### src/rtl/wfb_pkg.sv
package wfb_pkg;

    // Number of elements in one window; one FIFO lane per position.
    localparam int WIN_LEN = 3;

    typedef enum logic [2:0] {
        FS_IDLE,
        FS_HEAD,
        FS_BODY,
        FS_DRAIN,
        FS_FINISH
    } fetch_state_t;

endpackage

### src/rtl/wfb_lane.sv
module wfb_lane #(
    parameter int DATA_W = 32,
    parameter int DEPTH  = 4,
    localparam int PTR_W = (DEPTH > 1) ? $clog2(DEPTH) : 1,
    localparam int CNT_W = $clog2(DEPTH + 1)
) (
    input  logic              clk,
    input  logic              rst_n,
    input  logic              push,
    input  logic [DATA_W-1:0] wdata,
    input  logic              pop,
    output logic [DATA_W-1:0] rdata,
    output logic              empty,
    output logic              full,
    output logic [CNT_W-1:0]  level
);

    logic [DATA_W-1:0] slot_q [DEPTH];
    logic [PTR_W-1:0]  wp_q;
    logic [PTR_W-1:0]  rp_q;
    logic [CNT_W-1:0]  cnt_q;
    logic              push_ok;
    logic              pop_ok;

    assign empty   = (cnt_q == '0);
    assign full    = (cnt_q == CNT_W'(DEPTH));
    assign level   = cnt_q;
    assign push_ok = push & ~full;
    assign pop_ok  = pop & ~empty;
    assign rdata   = slot_q[rp_q];

    always_ff @(posedge clk) begin
        if (push_ok) begin
            slot_q[wp_q] <= wdata;
        end
    end

    always_ff @(posedge clk or negedge rst_n) begin
        if (!rst_n) begin
            wp_q  <= '0;
            rp_q  <= '0;
            cnt_q <= '0;
        end else begin
            if (push_ok) begin
                wp_q <= (wp_q == PTR_W'(DEPTH - 1)) ? '0 : wp_q + 1'b1;
            end
            if (pop_ok) begin
                rp_q <= (rp_q == PTR_W'(DEPTH - 1)) ? '0 : rp_q + 1'b1;
            end
            unique case ({push_ok, pop_ok})
                2'b10:   cnt_q <= cnt_q + 1'b1;
                2'b01:   cnt_q <= cnt_q - 1'b1;
                default: cnt_q <= cnt_q;
            endcase
        end
    end

endmodule

### src/rtl/wfb_assemble.sv
module wfb_assemble
    import wfb_pkg::*;
#(
    parameter int DATA_W = 32,
    localparam int POS_W = $clog2(WIN_LEN),
    localparam int WIN_W = WIN_LEN * DATA_W
) (
    input  logic              clk,
    input  logic              rst_n,
    input  logic              rvalid,
    input  logic [DATA_W-1:0] rdata,
    output logic              push,
    output logic [WIN_W-1:0]  window
);

    logic [POS_W-1:0] pos_q;
    logic             last_pos;

    assign last_pos = (pos_q == POS_W'(WIN_LEN - 1));
    assign push     = rvalid & last_pos;

    always_ff @(posedge clk or negedge rst_n) begin
        if (!rst_n) begin
            pos_q <= '0;
        end else if (rvalid) begin
            pos_q <= last_pos ? '0 : pos_q + 1'b1;
        end
    end

    // Earlier positions are staged; the last arriving element goes straight through.
    for (genvar k = 0; k < WIN_LEN - 1; k++) begin : g_stage
        logic [DATA_W-1:0] stage_q;
        always_ff @(posedge clk or negedge rst_n) begin
            if (!rst_n) begin
                stage_q <= '0;
            end else if (rvalid && pos_q == POS_W'(k)) begin
                stage_q <= rdata;
            end
        end
        assign window[k*DATA_W +: DATA_W] = stage_q;
    end

    assign window[(WIN_LEN-1)*DATA_W +: DATA_W] = rdata;

endmodule

### src/rtl/wfb_fetch.sv
module wfb_fetch
    import wfb_pkg::*;
#(
    parameter int ADDR_W = 16,
    parameter int DEPTH  = 4,
    parameter int N_ITER = 100,
    localparam int CLM_W = $clog2(DEPTH + 1),
    localparam int IT_W  = $clog2(N_ITER + 1),
    localparam int OFF_W = $clog2(WIN_LEN)
) (
    input  logic              clk,
    input  logic              rst_n,
    input  logic              start,
    input  logic [ADDR_W-1:0] base_addr,
    input  logic              mem_ready,
    input  logic              pop,
    output logic              mem_req,
    output logic [ADDR_W-1:0] mem_addr,
    output logic              done
);

    fetch_state_t      state_q;
    fetch_state_t      state_d;
    logic [ADDR_W-1:0] base_q;
    logic [IT_W-1:0]   iter_q;
    logic [IT_W-1:0]   pops_q;
    logic [OFF_W-1:0]  off_q;
    logic [CLM_W-1:0]  claimed_q;

    logic space;
    logic accept;
    logic launch;
    logic last_off;
    logic last_iter;
    logic head_take;

    assign space     = (claimed_q < CLM_W'(DEPTH));
    assign accept    = mem_req & mem_ready;
    assign launch    = start & ((state_q == FS_IDLE) | (state_q == FS_FINISH));
    assign last_off  = (off_q == OFF_W'(WIN_LEN - 1));
    assign last_iter = (iter_q == IT_W'(N_ITER - 1));
    assign head_take = accept & (state_q == FS_HEAD);
    assign mem_addr  = base_q + ADDR_W'(iter_q) + ADDR_W'(off_q);

    // State register
    always_ff @(posedge clk or negedge rst_n) begin
        if (!rst_n) begin
            state_q <= FS_IDLE;
        end else begin
            state_q <= state_d;
        end
    end

    // Transitions
    always_comb begin
        state_d = state_q;
        unique case (state_q)
            FS_IDLE:   if (start) state_d = FS_HEAD;
            FS_HEAD:   if (accept) state_d = FS_BODY;
            FS_BODY:   if (accept && last_off) state_d = last_iter ? FS_DRAIN : FS_HEAD;
            FS_DRAIN:  if (pops_q == IT_W'(N_ITER)) state_d = FS_FINISH;
            FS_FINISH: if (start) state_d = FS_HEAD;
            default:   state_d = FS_IDLE;
        endcase
    end

    // Outputs
    always_comb begin
        mem_req = 1'b0;
        done    = 1'b0;
        unique case (state_q)
            FS_HEAD:   mem_req = space;
            FS_BODY:   mem_req = 1'b1;
            FS_FINISH: done    = 1'b1;
            default:   ;
        endcase
    end

    // Address and occupancy bookkeeping
    always_ff @(posedge clk or negedge rst_n) begin
        if (!rst_n) begin
            base_q    <= '0;
            iter_q    <= '0;
            pops_q    <= '0;
            off_q     <= '0;
            claimed_q <= '0;
        end else begin
            if (launch) begin
                base_q <= base_addr;
                iter_q <= '0;
                off_q  <= '0;
            end else if (accept) begin
                off_q <= last_off ? '0 : off_q + 1'b1;
                if (last_off && !last_iter) begin
                    iter_q <= iter_q + 1'b1;
                end
            end

            if (launch) begin
                pops_q <= '0;
            end else if (pop) begin
                pops_q <= pops_q + 1'b1;
            end

            unique case ({head_take, pop})
                2'b10:   claimed_q <= claimed_q + 1'b1;
                2'b01:   claimed_q <= claimed_q - 1'b1;
                default: claimed_q <= claimed_q;
            endcase
        end
    end

endmodule

### src/rtl/wfb_window_buffer.sv
module wfb_window_buffer
    import wfb_pkg::*;
#(
    parameter int DATA_W        = 32,
    parameter int ADDR_W        = 16,
    parameter int LANE_DEPTH    = 4,
    parameter int N_ITER        = 100,
    parameter bit HOLD_CONSUMER = 1'b1,
    localparam int CNT_W = $clog2(LANE_DEPTH + 1),
    localparam int WIN_W = WIN_LEN * DATA_W
) (
    input  logic              clk,
    input  logic              rst_n,
    input  logic              start,
    input  logic [ADDR_W-1:0] base_addr,
    output logic              mem_req,
    output logic [ADDR_W-1:0] mem_addr,
    input  logic              mem_ready,
    input  logic              mem_rvalid,
    input  logic [DATA_W-1:0] mem_rdata,
    output logic              win_valid,
    input  logic              win_ready,
    output logic [WIN_W-1:0]  win_data,
    output logic              win_stall,
    output logic              done
);

    logic                     asm_push;
    logic [WIN_W-1:0]         asm_window;
    logic [WIN_W-1:0]         heads;
    logic [WIN_LEN-1:0]       lane_empty;
    logic [WIN_LEN-1:0]       lane_full;
    logic [WIN_LEN*CNT_W-1:0] lane_lvl_flat;
    logic                     avail;
    logic                     pop;

    assign avail     = ~|lane_empty;
    assign pop       = avail & win_ready;
    assign win_valid = avail;

    wfb_fetch #(
        .ADDR_W (ADDR_W),
        .DEPTH  (LANE_DEPTH),
        .N_ITER (N_ITER)
    ) u_fetch (
        .clk       (clk),
        .rst_n     (rst_n),
        .start     (start),
        .base_addr (base_addr),
        .mem_ready (mem_ready),
        .pop       (pop),
        .mem_req   (mem_req),
        .mem_addr  (mem_addr),
        .done      (done)
    );

    wfb_assemble #(
        .DATA_W (DATA_W)
    ) u_asm (
        .clk    (clk),
        .rst_n  (rst_n),
        .rvalid (mem_rvalid),
        .rdata  (mem_rdata),
        .push   (asm_push),
        .window (asm_window)
    );

    for (genvar k = 0; k < WIN_LEN; k++) begin : g_lane
        wfb_lane #(
            .DATA_W (DATA_W),
            .DEPTH  (LANE_DEPTH)
        ) u_lane (
            .clk   (clk),
            .rst_n (rst_n),
            .push  (asm_push),
            .wdata (asm_window[k*DATA_W +: DATA_W]),
            .pop   (pop),
            .rdata (heads[k*DATA_W +: DATA_W]),
            .empty (lane_empty[k]),
            .full  (lane_full[k]),
            .level (lane_lvl_flat[k*CNT_W +: CNT_W])
        );
    end

    if (HOLD_CONSUMER) begin : g_hold
        logic [WIN_W-1:0] last_q;
        always_ff @(posedge clk or negedge rst_n) begin
            if (!rst_n) begin
                last_q <= '0;
            end else if (pop) begin
                last_q <= heads;
            end
        end
        assign win_data  = avail ? heads : last_q;
        assign win_stall = ~avail;
    end else begin : g_bubble
        assign win_data  = avail ? heads : '0;
        assign win_stall = 1'b0;
    end

endmodule

### config.mk
export PLATFORM = sky130hd
export DESIGN_NAME = wfb_window_buffer
export DESIGN_NICKNAME = d
export VERILOG_FILES = /design/src/rtl/wfb_pkg.sv /design/src/rtl/wfb_lane.sv /design/src/rtl/wfb_assemble.sv /design/src/rtl/wfb_fetch.sv /design/src/rtl/wfb_window_buffer.sv
export SDC_FILE = /design/constraint.sdc
export NUM_CORES = 1
export LEC_CHECK = 0
export CAP_MARGIN = 20
export CORE_ASPECT_RATIO = 0.75
export CORE_MARGIN = 8
export CORE_UTILIZATION = 25
export DETAILED_ROUTE_END_ITERATION = 10
export DONT_BUFFER_PORTS = 1
export PLACE_DENSITY = 0.47
export RECOVER_POWER = 50
export SYNTH_ARGS = -nofsm -noshare
export SYNTH_HDL_FRONTEND = slang
export SYNTH_HIERARCHICAL = 1
export SYNTH_SLANG_ARGS = --single-unit
### constraint.sdc
create_clock -name clk -period 3.15 [get_ports clk]
set_input_delay 0.1575 -clock clk [delete_from_list [all_inputs] [get_ports clk]]
set_output_delay 0.1575 -clock clk [all_outputs]
set_load 0.02 [all_outputs]
==> qor.yml <==
sta:
  setup-violations-final: 2
  worst_pin_slew_ns: 1.167
  max_freq_ghz: 0.3134
  clock_skew_ns: 0.02120
  slew_headroom: 0.2194
  layout_setup_ws_ns: -0.04114
  fin_crit_ns: 3.191
  period_share: 1.013
  slew_violations: 0
  final-hold-violation-count: 221
  hold_ws_ns: -0.7404
  rsz0062_at_grt: "yes"
grt:
  grt_pass1_wl_um: 90700
  grt_max_degree: 222
  track_usage: 0.1107
  grt.overflow.total: 0
  grt_pass1_vias: 12570
  antenna_found_initial: 16
finish:
  syn_to_final_growth_pct: 17.26
  final_area_sq_um: 29460
  drive_gt1_frac: 0.3600
  nets: 1501
  final_cells: 2790
  filler_cell_count: 9736
placement:
  post-dp-hpwl_um: 40370
  place_area_sq_um: 26560
  placed_cells: 2606
  place.gp.congestion: 0.7052
  pre_cts_slack_ns: 0.3542
  portBuffers: 0
synth:
  synth.top_cell.area_share: 0.4590
  synth_most_common_cell: "edfxtp_1"
  synth_area_sq_um: 25120
  synthDistinctLibCells: 54
  ys.flop_type: "edfxtp_1"
  ys.warnings.count: 6
  synth_largest_area_cell: "edfxtp_1"
  synth_seq_area_share: 0.6792
  syn_nets: 1426
  ys_top_cells_by_count: "384 x edfxtp_1, 252 x mux2_2, 221 x dfrtp_1"
  synth_area_leaders: "edfxtp_1 46%, dfrtp_1 22%, mux2_2 11%"
  ys_ff_latch: 605
  ys_async_sr_fraction: 0.3653
  avgSynthCellArea_sq_um: 18.87
  netlist_instances: 1331
  synth-edff-count: 384
hold_path:
  hp-class: "input port to async pin"
power:
  design_power_total_uw: 31440
  leakagePower_uw: 0.01044
  p_per_area_nw_per_um2: 1067
  ir_drop_uv: 455.2
worst_setup_path:
  start_kind: "register"
  worst_setup_path_end_kind: "primary output"
  worstPathRequired_ns: 2.99
  path_class: "register to primary output"
  crit_chain: "fa_1, ha_2, inv_2, fa_2, nor2b_4, o31ai_4, a21oi_2, nand3_1, xnor2_1, buf_4"
  crit_arrival_ns: 3.03
  max_stage_delay_ns: 0.55
  cp_max_fo: 3
  crit_slowest_cell: "fa_1"
route:
  drc: 0
  vias_per_cell: 4.286
  finalWirelength_um: 62450
  drtPass1Iterations: 4
  drt-wirelength-per-cell_um: 22.38
  vias: 11960
  first_iter_violations: 565
  postRouteAntennaNets: 0
die:
  std_cell_rows: 100
  io_pins: 170
  start_util: 0.2526
  core-area_sq_um: 99470
  dieHeight_um: 290.5
  die_w_um: 382.0
  die_area_sq_um: 111000
run:
  max-cap-violations: 0
cts:
  htreeDepth: 3
  cts_buffers: 67
  cts_hold_buf: 51
  path_clk_slew_ns: 0.06
  cts_tree: "built"
  clock-sinks: 605
  clock-root-buffer: "clkbuf_16"
  cts_buffer_depth: 3
  insertion_delay_ns: 0.60
status:
  violations: "negative hold slack, negative setup slack"
  status: "finished with violations"
-- cell type report --
cell class              instances  area (sq um)  area share
flip-flops and latches        605         17070      0.5794
multi-input cells             598          7246      0.2460
clock buffers                  90          1887     0.06405
well taps                    1326          1659     0.05632
repair buffers                 93          1049     0.03559
clock inverters                34         382.9     0.01300
inverters                      41         158.9    0.005394
diodes                          3         7.507   0.0002549
-- flip-flops by register name, indices dropped and copies added, names as in the netlist --
name                   cells
u_fetch/off_q              2
u_fetch/pops_q             7
g_lane.u_lane/rp_q         6
u_fetch/base_q            16
u_fetch/claimed_q          3
g_lane.u_lane/level        9
u_fetch/state_q            3
u_asm/g_stage.stage_q     64
g_lane.u_lane/slot_q     384
u_asm/pos_q                2
u_fetch/iter_q             7
g_lane.u_lane/wp_q         6
g_hold.last_q             96
-- logic make-up after synthesis --
kind of cell             after synthesis  share of synthesized area
AO/OA/AOI/OAI                         31                   0.008617
XOR/XNOR                              34                    0.01185
adder cells (fa/ha/maj)               41                    0.02251
buffers and inverters                128                    0.03576
flip-flops                           605                     0.6792
multiplexers                         384                     0.2167
AND/OR/NAND/NOR                      108                    0.02540
-- metal layers --
layer | vias to the layer above | global-route usage | part of all wire
met3 | 94 | 0.04258 | 0.082
met2 | 275 | 0.1743 | 0.46
met5 | - | 0 | 0.0011
li1 | 5248 | - | -
met4 | 10 | 0.02558 | 0.019
met1 | 6331 | 0.1441 | 0.43
-- metrics by stage --
step | hold WS (ns) | util | TNS (ns)
floorplan | -0.1381 | - | 0
CTS | -0.7780 | 0.2957 | -0.2122
global placement | -0.1145 | 0.2671 | 0
finish | -0.7404 | 0.2961 | -0.05901
global route | -0.7860 | 0.2961 | -0.9245
detailed placement | -0.1155 | 0.2671 | 0
-- critical path, delay by kind of cell, from the launching register on --
| family | cells | cell delay, ns |
|---|---|---|
| compound gates | 2 | 0.28 |
| flops | 1 | 0.40 |
| fa+ha+maj | 3 | 1.12 |
| xor+xnor | 1 | 0.17 |
| buf+inv | 2 | 0.20 |
| simple gates | 2 | 0.29 |
-- worst paths after layout --
kind / start / end / slack [ns] / cells after the start
setup / recovery: u_fetch/base_q[1]$_DFFE_PN0P_ / mem_addr[13] / -0.04 / 10
max in group asynchronous: rst_n / g_hold.last_q[70]$_DFFE_PN0P_ / 3.25 / 0
hold reg to reg: u_fetch/claimed_q[0]$_DFFE_PN0P_ / u_fetch/claimed_q[0]$_DFFE_PN0P_ / 0.47 / 1
hold / removal: rst_n / g_hold.last_q[18]$_DFFE_PN0P_ / -0.74 / 0
setup reg to reg: g_lane[1].u_lane/level[0]$_DFFE_PN0P_ / g_lane[0].u_lane/level[2]$_DFFE_PN0P_ / 0.39 / 10
min in group clk: win_ready / g_lane[1].u_lane/rp_q[0]$_DFFE_PN0P_ / 0.08 / 3
-- where the power goes --
part / switching (uW) / leakage [uW] / internal (uW)
sequential: 1490 / 0.00609 / 10700
clock: 3250 / 0.00110 / 4820
combinational: 6290 / 0.00325 / 4860
-- cells in the final DEF (no fill, tap or decap), types with 7 or more instances in the layout --
cell / instances
edfxtp_1: 384
mux2_2: 252
dfrtp_1: 216
mux4_2: 84
clkbuf_16: 70
dlygate4sd3_1: 51
inv_1: 39
ha_1: 33
mux2_1: 31
buf_4: 23
nor2_1: 22
xor2_1: 18
buf_12: 18
nand2_1: 16
clkbuf_1: 14
and2_2: 12
mux4_1: 12
xnor2_1: 12
clkinv_2: 10
nand4_1: 9
clkinv_1: 8
o21ai_0: 8
nand3_1: 8
a21oi_1: 8
bufinv_16: 7
-- repair_timing --
action                                  4_1_cts  5_1_grt
pin swaps                                     2        5
endpoints found under the setup margin        8       10
setup buffers                                 4        2
hold endpoints to repair                    438      221
gates resized for setup                      11        6
No activity file was read; power rests on OpenSTA's default activity.
